<file path="config.mk">
export PLATFORM = sky130hd
export DESIGN_NAME = sec_alarm_rtc
export DESIGN_NICKNAME = d
export VERILOG_FILES = /design/src/rtl/rtc_pkg.sv /design/src/rtl/rtc_prescaler.sv /design/src/rtl/rtc_sec_counter.sv /design/src/rtl/rtc_alarm_irq.sv /design/src/rtl/sec_alarm_rtc.sv
export SDC_FILE = /design/constraint.sdc
export NUM_CORES = 1
export LEC_CHECK = 0
export BUFFER_PORTS_ARGS = -buffer_cell sky130_fd_sc_hd__buf_4
export CORE_ASPECT_RATIO = 0.9
export CORE_UTILIZATION = 37
export CTS_BUF_LIST = sky130_fd_sc_hd__clkbuf_8 sky130_fd_sc_hd__clkbuf_16
export DETAILED_ROUTE_END_ITERATION = 10
export PLACE_DENSITY = 0.56
export SLEW_MARGIN = 20
export SYNTH_ARGS = -nofsm -noshare
export SYNTH_HDL_FRONTEND = slang
export SYNTH_HIERARCHICAL = 1
export SYNTH_SLANG_ARGS = --single-unit
export TNS_END_PERCENT = 10
</file>
<file path="constraint.sdc">
create_clock -name clk_i -period 6.2 [get_ports clk_i]
set_input_delay 0.62 -clock clk_i [delete_from_list [all_inputs] [get_ports clk_i]]
set_output_delay 0.62 -clock clk_i [all_outputs]
set_load 0.05 [all_outputs]
</file>
<file path="src/rtl/rtc_pkg.sv">
package rtc_pkg;
  localparam int unsigned REG_WORDS   = 8;
  localparam int unsigned CTRL_EN_BIT = 26;

  typedef enum logic [2:0] {
    OFS_VALUE = 3'd0,
    OFS_MATCH = 3'd1,
    OFS_LOAD  = 3'd2,
    OFS_CTRL  = 3'd3,
    OFS_MASK  = 3'd4,
    OFS_RAW   = 3'd5,
    OFS_MIS   = 3'd6,
    OFS_CLR   = 3'd7
  } reg_idx_e;
endpackage

</file>
<file path="src/rtl/rtc_prescaler.sv">
module rtc_prescaler #(
  parameter int unsigned TICK_DIV = 32768
) (
  input  logic clk_i,
  input  logic rst_ni,
  input  logic run_i,
  input  logic restart_i,
  output logic tick_o
);
  localparam int unsigned PRE_W = (TICK_DIV > 1) ? $clog2(TICK_DIV) : 1;
  localparam logic [PRE_W-1:0] LAST = PRE_W'(TICK_DIV - 1);

  logic [PRE_W-1:0] div_q;
  logic             at_last;

  assign at_last = (div_q == LAST);

  always_ff @(posedge clk_i or negedge rst_ni) begin
    if (!rst_ni)        div_q <= '0;
    else if (restart_i) div_q <= '0;
    else if (run_i)     div_q <= at_last ? '0 : div_q + 1'b1;
  end

  // a restart in the same cycle swallows the tick
  assign tick_o = run_i & at_last & ~restart_i;
endmodule

</file>
<file path="src/rtl/rtc_sec_counter.sv">
module rtc_sec_counter #(
  parameter int unsigned DATA_W = 32
) (
  input  logic              clk_i,
  input  logic              rst_ni,
  input  logic              load_i,
  input  logic [DATA_W-1:0] load_val_i,
  input  logic              tick_i,
  input  logic [DATA_W-1:0] match_val_i,
  output logic [DATA_W-1:0] value_o,
  output logic              hit_o
);
  logic [DATA_W-1:0] value_q;
  logic [DATA_W-1:0] value_nx;

  assign value_nx = value_q + 1'b1;

  always_ff @(posedge clk_i or negedge rst_ni) begin
    if (!rst_ni)     value_q <= '0;
    else if (load_i) value_q <= load_val_i;
    else if (tick_i) value_q <= value_nx;
  end

  assign value_o = value_q;
  assign hit_o   = tick_i & ~load_i & (value_nx == match_val_i);
endmodule

</file>
<file path="src/rtl/rtc_alarm_irq.sv">
module rtc_alarm_irq (
  input  logic clk_i,
  input  logic rst_ni,
  input  logic set_i,
  input  logic clr_i,
  input  logic mask_we_i,
  input  logic mask_val_i,
  output logic raw_o,
  output logic mask_o,
  output logic irq_o
);
  logic raw_q;
  logic mask_q;

  always_ff @(posedge clk_i or negedge rst_ni) begin
    if (!rst_ni) begin
      raw_q  <= 1'b0;
      mask_q <= 1'b0;
    end else begin
      raw_q <= set_i | (raw_q & ~clr_i);
      if (mask_we_i) mask_q <= mask_val_i;
    end
  end

  assign raw_o  = raw_q;
  assign mask_o = mask_q;
  assign irq_o  = raw_q & mask_q;
endmodule

</file>
<file path="src/rtl/sec_alarm_rtc.sv">
module sec_alarm_rtc #(
  parameter int unsigned TICK_DIV = 32768,
  parameter int unsigned DATA_W   = 32,
  parameter int unsigned ADDR_W   = 6
) (
  input  logic              clk_i,
  input  logic              rst_ni,
  input  logic              bus_sel_i,
  input  logic              bus_wr_i,
  input  logic [ADDR_W-1:0] bus_addr_i,
  input  logic [DATA_W-1:0] bus_wdata_i,
  output logic [DATA_W-1:0] bus_rdata_o,
  output logic              irq_o
);
  import rtc_pkg::*;

  logic              hi_zero;
  logic              in_map;
  reg_idx_e          idx;
  logic              wr_en;
  logic              load_we;
  logic              clr_we;
  logic              mask_we;
  logic [DATA_W-1:0] match_q;
  logic [DATA_W-1:0] load_q;
  logic              ctrl_en_q;
  logic              tick;
  logic              set_evt;
  logic [DATA_W-1:0] cnt_value;
  logic              raw_st;
  logic              mask_st;

  if (ADDR_W > 5) begin : g_hi
    assign hi_zero = ~|bus_addr_i[ADDR_W-1:5];
  end else begin : g_nohi
    assign hi_zero = 1'b1;
  end

  assign in_map  = hi_zero & (bus_addr_i[1:0] == 2'b00);
  assign idx     = reg_idx_e'(bus_addr_i[4:2]);
  assign wr_en   = bus_sel_i & bus_wr_i & in_map;
  assign load_we = wr_en & (idx == OFS_LOAD);
  assign clr_we  = wr_en & (idx == OFS_CLR) & bus_wdata_i[0];
  assign mask_we = wr_en & (idx == OFS_MASK);

  always_ff @(posedge clk_i or negedge rst_ni) begin
    if (!rst_ni) begin
      match_q   <= '0;
      load_q    <= '0;
      ctrl_en_q <= 1'b0;
    end else if (wr_en) begin
      case (idx)
        OFS_MATCH: match_q   <= bus_wdata_i;
        OFS_LOAD:  load_q    <= bus_wdata_i;
        OFS_CTRL:  ctrl_en_q <= bus_wdata_i[CTRL_EN_BIT];
        default:   ;
      endcase
    end
  end

  rtc_prescaler #(.TICK_DIV(TICK_DIV)) u_pre (
    .clk_i     (clk_i),
    .rst_ni    (rst_ni),
    .run_i     (ctrl_en_q),
    .restart_i (load_we),
    .tick_o    (tick)
  );

  rtc_sec_counter #(.DATA_W(DATA_W)) u_cnt (
    .clk_i       (clk_i),
    .rst_ni      (rst_ni),
    .load_i      (load_we),
    .load_val_i  (bus_wdata_i),
    .tick_i      (tick),
    .match_val_i (match_q),
    .value_o     (cnt_value),
    .hit_o       (set_evt)
  );

  rtc_alarm_irq u_irq (
    .clk_i      (clk_i),
    .rst_ni     (rst_ni),
    .set_i      (set_evt),
    .clr_i      (clr_we),
    .mask_we_i  (mask_we),
    .mask_val_i (bus_wdata_i[0]),
    .raw_o      (raw_st),
    .mask_o     (mask_st),
    .irq_o      (irq_o)
  );

  always_comb begin
    bus_rdata_o = '0;
    if (in_map) begin
      case (idx)
        OFS_VALUE: bus_rdata_o = cnt_value;
        OFS_MATCH: bus_rdata_o = match_q;
        OFS_LOAD:  bus_rdata_o = load_q;
        OFS_CTRL:  bus_rdata_o[CTRL_EN_BIT] = ctrl_en_q;
        OFS_MASK:  bus_rdata_o[0] = mask_st;
        OFS_RAW:   bus_rdata_o[0] = raw_st;
        OFS_MIS:   bus_rdata_o[0] = irq_o;
        default:   bus_rdata_o = '0;
      endcase
    end
  end
endmodule

</file>
# == Yosys cells after proc, flatten, opt, wreduce, memory -nomap -nowiden ==
# Cells that the tools add are included.
# word_totals
inputBits,42
ram_bits,0
romBits,0
mem_count,0
register_bits,114
output_inout_bits,33
latch_bits,0
elab_cells,52
# classes
mul,0
div,0
magnitude_cmp,0
eq_ne,9
reduce_logical,8
n_mux,10
n_bitwise,16
add_sub_neg,2
shifts,0
# op_table
op,n
32-bit two-way mux,3
25-bit one-hot mux with 3 select lines,1
15-bit two-way mux,3
"32-bit by 1-bit adder with 32-bit output, second input constant",1
32-bit equality test,1
"15-bit by 1-bit adder with 15-bit output, second input constant",1
"15-bit equality test, second input constant",1
5-bit one-hot mux with 3 select lines,1
1-bit bitwise AND,13
"3-bit equality test, second input constant",4
"3-bit by 2-bit equality test with 1-bit output, second input constant",2
1-bit one-hot mux with 6 select lines,1
2-bit AND reduction,3
1-bit one-hot mux with 4 select lines,1
2-bit nonzero test,2
"3-bit by 1-bit equality test with 1-bit output, second input constant",1
3-bit logical NOT,1
2-bit logical NOT,1
1-bit NOT,2
1-bit logical NOT,1
1-bit bitwise OR,1

# == Logic depth before layout (Yosys ltp) ==
# depth
word_depth,9
ltp_mapped,14
ltp_nobuf,11

# == By module ==
# Netlist, hierarchy kept.
# modules_own_cells
module,instances,cells_each,area_per_inst_um2
sec_alarm_rtc,1,295,3409.5
rtc_sec_counter,1,351,2805.2
rtc_prescaler,1,82,785.8
rtc_alarm_irq,1,6,82.6

# == Worst setup path before layout ==
# Ideal clock, no wire load.
# synth_timing
path_kind,input -> register
startpoint,input port bus_addr_i[4]
endpoint,"register u_irq.raw_q, in the netlist u_irq/raw_o"
path_slack_ps,2631
t_arrival_ps,3504
setup_time_ps,64
stages,14
required_time_ps,6136
cell_sequence,buf_4 nor3b_1 nand4_1 clkbuf_1 inv_1 buf_2 nor3_1 nor4b_1 o2111ai_1 or4_1 a2111oi_2 o2111ai_1 a2111oi_2 a21o_1
# synth_via
elab_chain_len,7
elab_cells_between_ends,12
cone_classes,eq/ne (2); bitwise (10)
# synth_rtl
item,line_no,rtl
from (decl),sec_alarm_rtc.sv:10,"input logic [ADDR_W-1:0] bus_addr_i,"
3-bit by 2-bit equality test with 1-bit output,sec_alarm_rtc.sv:42,assign load_we = wr_en & (idx == OFS_LOAD);
1-bit bitwise AND,sec_alarm_rtc.sv:42,
via load_we,sec_alarm_rtc.sv:21,logic load_we;
1-bit NOT,rtc_prescaler.sv:25,assign tick_o = run_i & at_last & ~restart_i;
1-bit bitwise AND,rtc_prescaler.sv:25,
via tick,sec_alarm_rtc.sv:27,logic tick;
1-bit bitwise AND (2 in series),rtc_sec_counter.sv:25,assign hit_o = tick_i & ~load_i & (value_nx == match_val_i);
via set_evt,sec_alarm_rtc.sv:28,logic set_evt;
1-bit bitwise OR,rtc_alarm_irq.sv:20,raw_q <= set_i | (raw_q & ~clr_i);
to (signal assigned),rtc_alarm_irq.sv:20,
to (decl),rtc_alarm_irq.sv:12,logic raw_q;
# The timed path passes the listed nets, and every way through them passes these cells.
# A chain may end at the register's enable or synchronous reset.

# == Worst setup path in the final report ==
# layout_timing
startpoint,"register u_cnt.value_q[0], in the netlist u_cnt/value_o[0]"
endpoint,"register u_irq.raw_q, in the netlist u_irq/raw_o"
# layout_via
elab_chain_len,4
# layout_rtl
item,line_no,rtl
from (decl),rtc_sec_counter.sv:13,logic [DATA_W-1:0] value_q;
from (signal assigned),rtc_sec_counter.sv:20,else if (load_i) value_q <= load_val_i;
from (signal assigned),rtc_sec_counter.sv:21,else if (tick_i) value_q <= value_nx;
32-bit by 1-bit adder with 32-bit output,rtc_sec_counter.sv:16,assign value_nx = value_q + 1'b1;
32-bit equality test,rtc_sec_counter.sv:25,
1-bit bitwise AND,rtc_sec_counter.sv:25,
via set_evt,sec_alarm_rtc.sv:28,
1-bit bitwise OR,rtc_alarm_irq.sv:20,
# The timed path passes the listed nets, and every way through them passes these cells.

==> results_dict.tcl <==
set metrics [dict create \
    insertion_delay_ns 0.43 \
    finalNonFillerCells 1045 \
    num_rows 47 \
    hold_violations 0 \
    clk_pin_slew_ns 0.05 \
    design_area_mm2 0.00835 \
    grt_overflow_total 0 \
    holdBufCountCts 0 \
    fin_crit_sh_pct 55.3 \
    io-pin-count 75 \
    antenna_found_initial 0 \
    synth_top_area_share_pct 40.3 \
    p_per_area_mw_per_mm2 256 \
    crit_family "simple AND/OR/NAND/NOR gates" \
    synthesis.nets 778 \
    rsz0062_at_grt "no" \
    path_cells "ha_1 > nand3_4 > nor4_1 > nand4_1 > xnor2_1 > a2111oi_2 > o2111ai_1 > a2111oi_2 > a21o_1" \
    path_max_fanout 8 \
    critPathBufInv 0 \
    critPathLaunch "u_cnt/value_o[0]$_DFFE_PN0P_" \
    place_ws_ns 2.30 \
    crit_path_end_kind "register" \
    period_minus_slack_ns 3.43 \
    relSlewSlack_pct 25.9 \
    die_x_um 148 \
    met1_usage_pct 26.3 \
    tightest_slew_ns 1.10 \
    critPathArrivalTime_ns 3.79 \
    cts-resized-gates 0 \
    grtUsageTotal_pct 19.5 \
    numCtsBuffers 17 \
    peakVddDrop_mv 0.158 \
    drtIter0Drc 402 \
    final.setup.tns_ns 0 \
    layout-drive-gt1-share_pct 29.0 \
    rr_startpoint "u_cnt/value_o[0]$_DFFE_PN0P_" \
    synth_edf_count 0 \
    ctsLongestPathBuffers 2 \
    synth_flop_cell "dfrtp_1" \
    required_ns 6.57 \
    nets 831 \
    dr.pass1.iters 7 \
    postPlaceCellArea_mm2 0.00778 \
    max_stage_delay_ns 0.89 \
    synth_seq_cells 114 \
    num_vias 5574 \
    dieHeight_um 133 \
    crit_top_cell "a2111oi_2" \
    critPathKind "reg2reg" \
    core-area_mm2 0.0186 \
    fmax_mhz 292 \
    p_leak_nw 3.48 \
    grt_pass1_wl_um 29900 \
    synth_area_leaders "dfrtp_1 (40%), mux2_2 (10%), xnor2_1 (6.7%)" \
    grt_pass1_vias 5654 \
    finalWorstSetupSlack_ns 2.77 \
    skew_ns 0.00683 \
    netlist_instances 734 \
    initial_utilization_pct 38.1 \
    dpl.hpwl_um 12400 \
    routed_wl_um 18200 \
    slew_viol_final 0 \
    outcome "complete, no violations" \
    cts_tree "yes" \
    yosysWarnings 6 \
    antenna_cells 0 \
    post_cts_buffers 0 \
    syn_area_mm2 0.00708 \
    vias_per_cell 5.33 \
    yosysUniqueCellTypes 59 \
    h-tree-depth 4 \
    area_delta_synth_final_pct 17.9 \
    grt_use_met2_pct 30.8 \
    drc 0 \
    grt_max_degree 71 \
    ys_seq_area_share_pct 40.3 \
    place_congestion 0.828 \
    grt-busiest-layer "met2" \
    async_flop_share_pct 100 \
    setup_violations 0 \
    port_buffers 74 \
    use_met3_pct 4.55 \
    crit_path_start_kind "register" \
    synth.avg_cell_area_um2 9.65 \
    clock_sinks 114 \
    crit_path_top_delay_cell "nor4_1" \
    wl_per_cell_um 17.4 \
    max_cap_violations 0 \
    yosysTopAreaCell "dfrtp_1" \
    placed_cells 1013 \
    detail-route-antenna-nets 0 \
    cts-root-buf "clkbuf_16" \
    worstHoldPathType "in2async" \
    dieArea_mm2 0.0197 \
]
## metrics by stage
stage / hold slack [ns] / total power, mW / utilization, %
after global routing: 0.276 / 2.24 / 44.9
after CTS: 0.248 / 2.16 / 44.9
final: 0.233 / 2.13 / 44.9
after global placement: 0.481 / 1.20 / 41.9
after detailed placement: 0.494 / 1.20 / 41.9
after floorplan: 0.324 / 1.10 / -
## sequential cells by signal (all words and copies together) (netlist names)
register and flops:
load_q 32, match_q 32, u_cnt/value_o 32, u_pre/div_q 15
ctrl_en_q 1, u_irq/mask_o 1, u_irq/raw_o 1
## final timing paths
| check | end | slack, ns | cells past startpoint |
|---|---|---|---|
| min | match_q[7]$_DFFE_PN0P_ | 0.23 | 1 |
| min in group clk_i | u_cnt/value_o[18]$_DFFE_PN0P_ | 0.42 | 3 |
| min reg2reg | load_q[12]$_DFFE_PN0P_ | 0.50 | 1 |
| max in group asynchronous | u_cnt/value_o[22]$_DFFE_PN0P_ | 4.69 | 2 |
| max reg2reg | u_irq/raw_o$_DFF_PN0_ | 2.77 | 9 |
| max | u_irq/raw_o$_DFF_PN0_ | 2.77 | 9 |
## cells in the final DEF (no fill, tap or decap), drive strengths merged, types with 3 or more instances in the layout
cell type and instances:
a21oi 35, o2111ai 3, mux2i 36, or4 4, or2 33, dfrtp 114
inv 10, nand3 23, o211ai 4, nand2 93, nor3 16, clkbuf 17
o21ai 38, buf 81, clkinv 8, nor4b 4, xnor2 54, clkinvlp 4
xor2 31, nor2 39, nor4 14, nand4 24, mux2 67, and3 5
nor3b 7, and4 3
## report_power, final
part           total [mW]  leakage [nW]  internal (mW)  switching (mW)
clock               0.944         0.276          0.585           0.359
combinational       0.284          1.66          0.142           0.142
sequential          0.906          1.54          0.813          0.0928
## cell type report
class                           instances  area [um2]
Multi-Input combinational cell        564        3980
Clock inverter                         15         145
Timing Repair Buffer                   81         608
Clock buffer                           17         425
Sequential cell                       114        2850
Fill cell                            1811       10200
Tap cell                              245         307
Inverter                                9        33.8
## kinds of logic after synthesis
| group | Yosys count | synth area share, % |
|---|---|---|
| simple gates | 275 | 20.8 |
| flops | 114 | 40.3 |
| mux | 104 | 16.1 |
| compound gates | 98 | 8.28 |
| xor+xnor | 85 | 10.5 |
| buf+inv | 56 | 3.66 |
| fa+ha+maj | 2 | 0.353 |
## worst register-to-register path, cell delays in order, from the launching register on
cell,delay [ns]
dfrtp_1,0.57
ha_1,0.39
nand3_4,0.16
nor4_1,0.89
nand4_1,0.21
xnor2_1,0.20
a2111oi_2,0.34
o2111ai_1,0.21
a2111oi_2,0.26
a21o_1,0.13
## layer usage
metal | vias up | wire, um
met1 | 2732 | 8710
met4 | 0 | 256
met5 | - | 0
met2 | 129 | 8390
met3 | 26 | 842
li1 | 2687 | -
## cell usage after synthesis, drive strengths merged (23+ instances only)
cell type and n:
nor2 39, xnor2 54, dfrtp 114, clkbuf 31
nand3 23, nand4 24, o21ai 38, mux2i 36
a21oi 35, nand2 93, or2 33, xor2 31
mux2 67
Power figures use the tool's default switching activity.
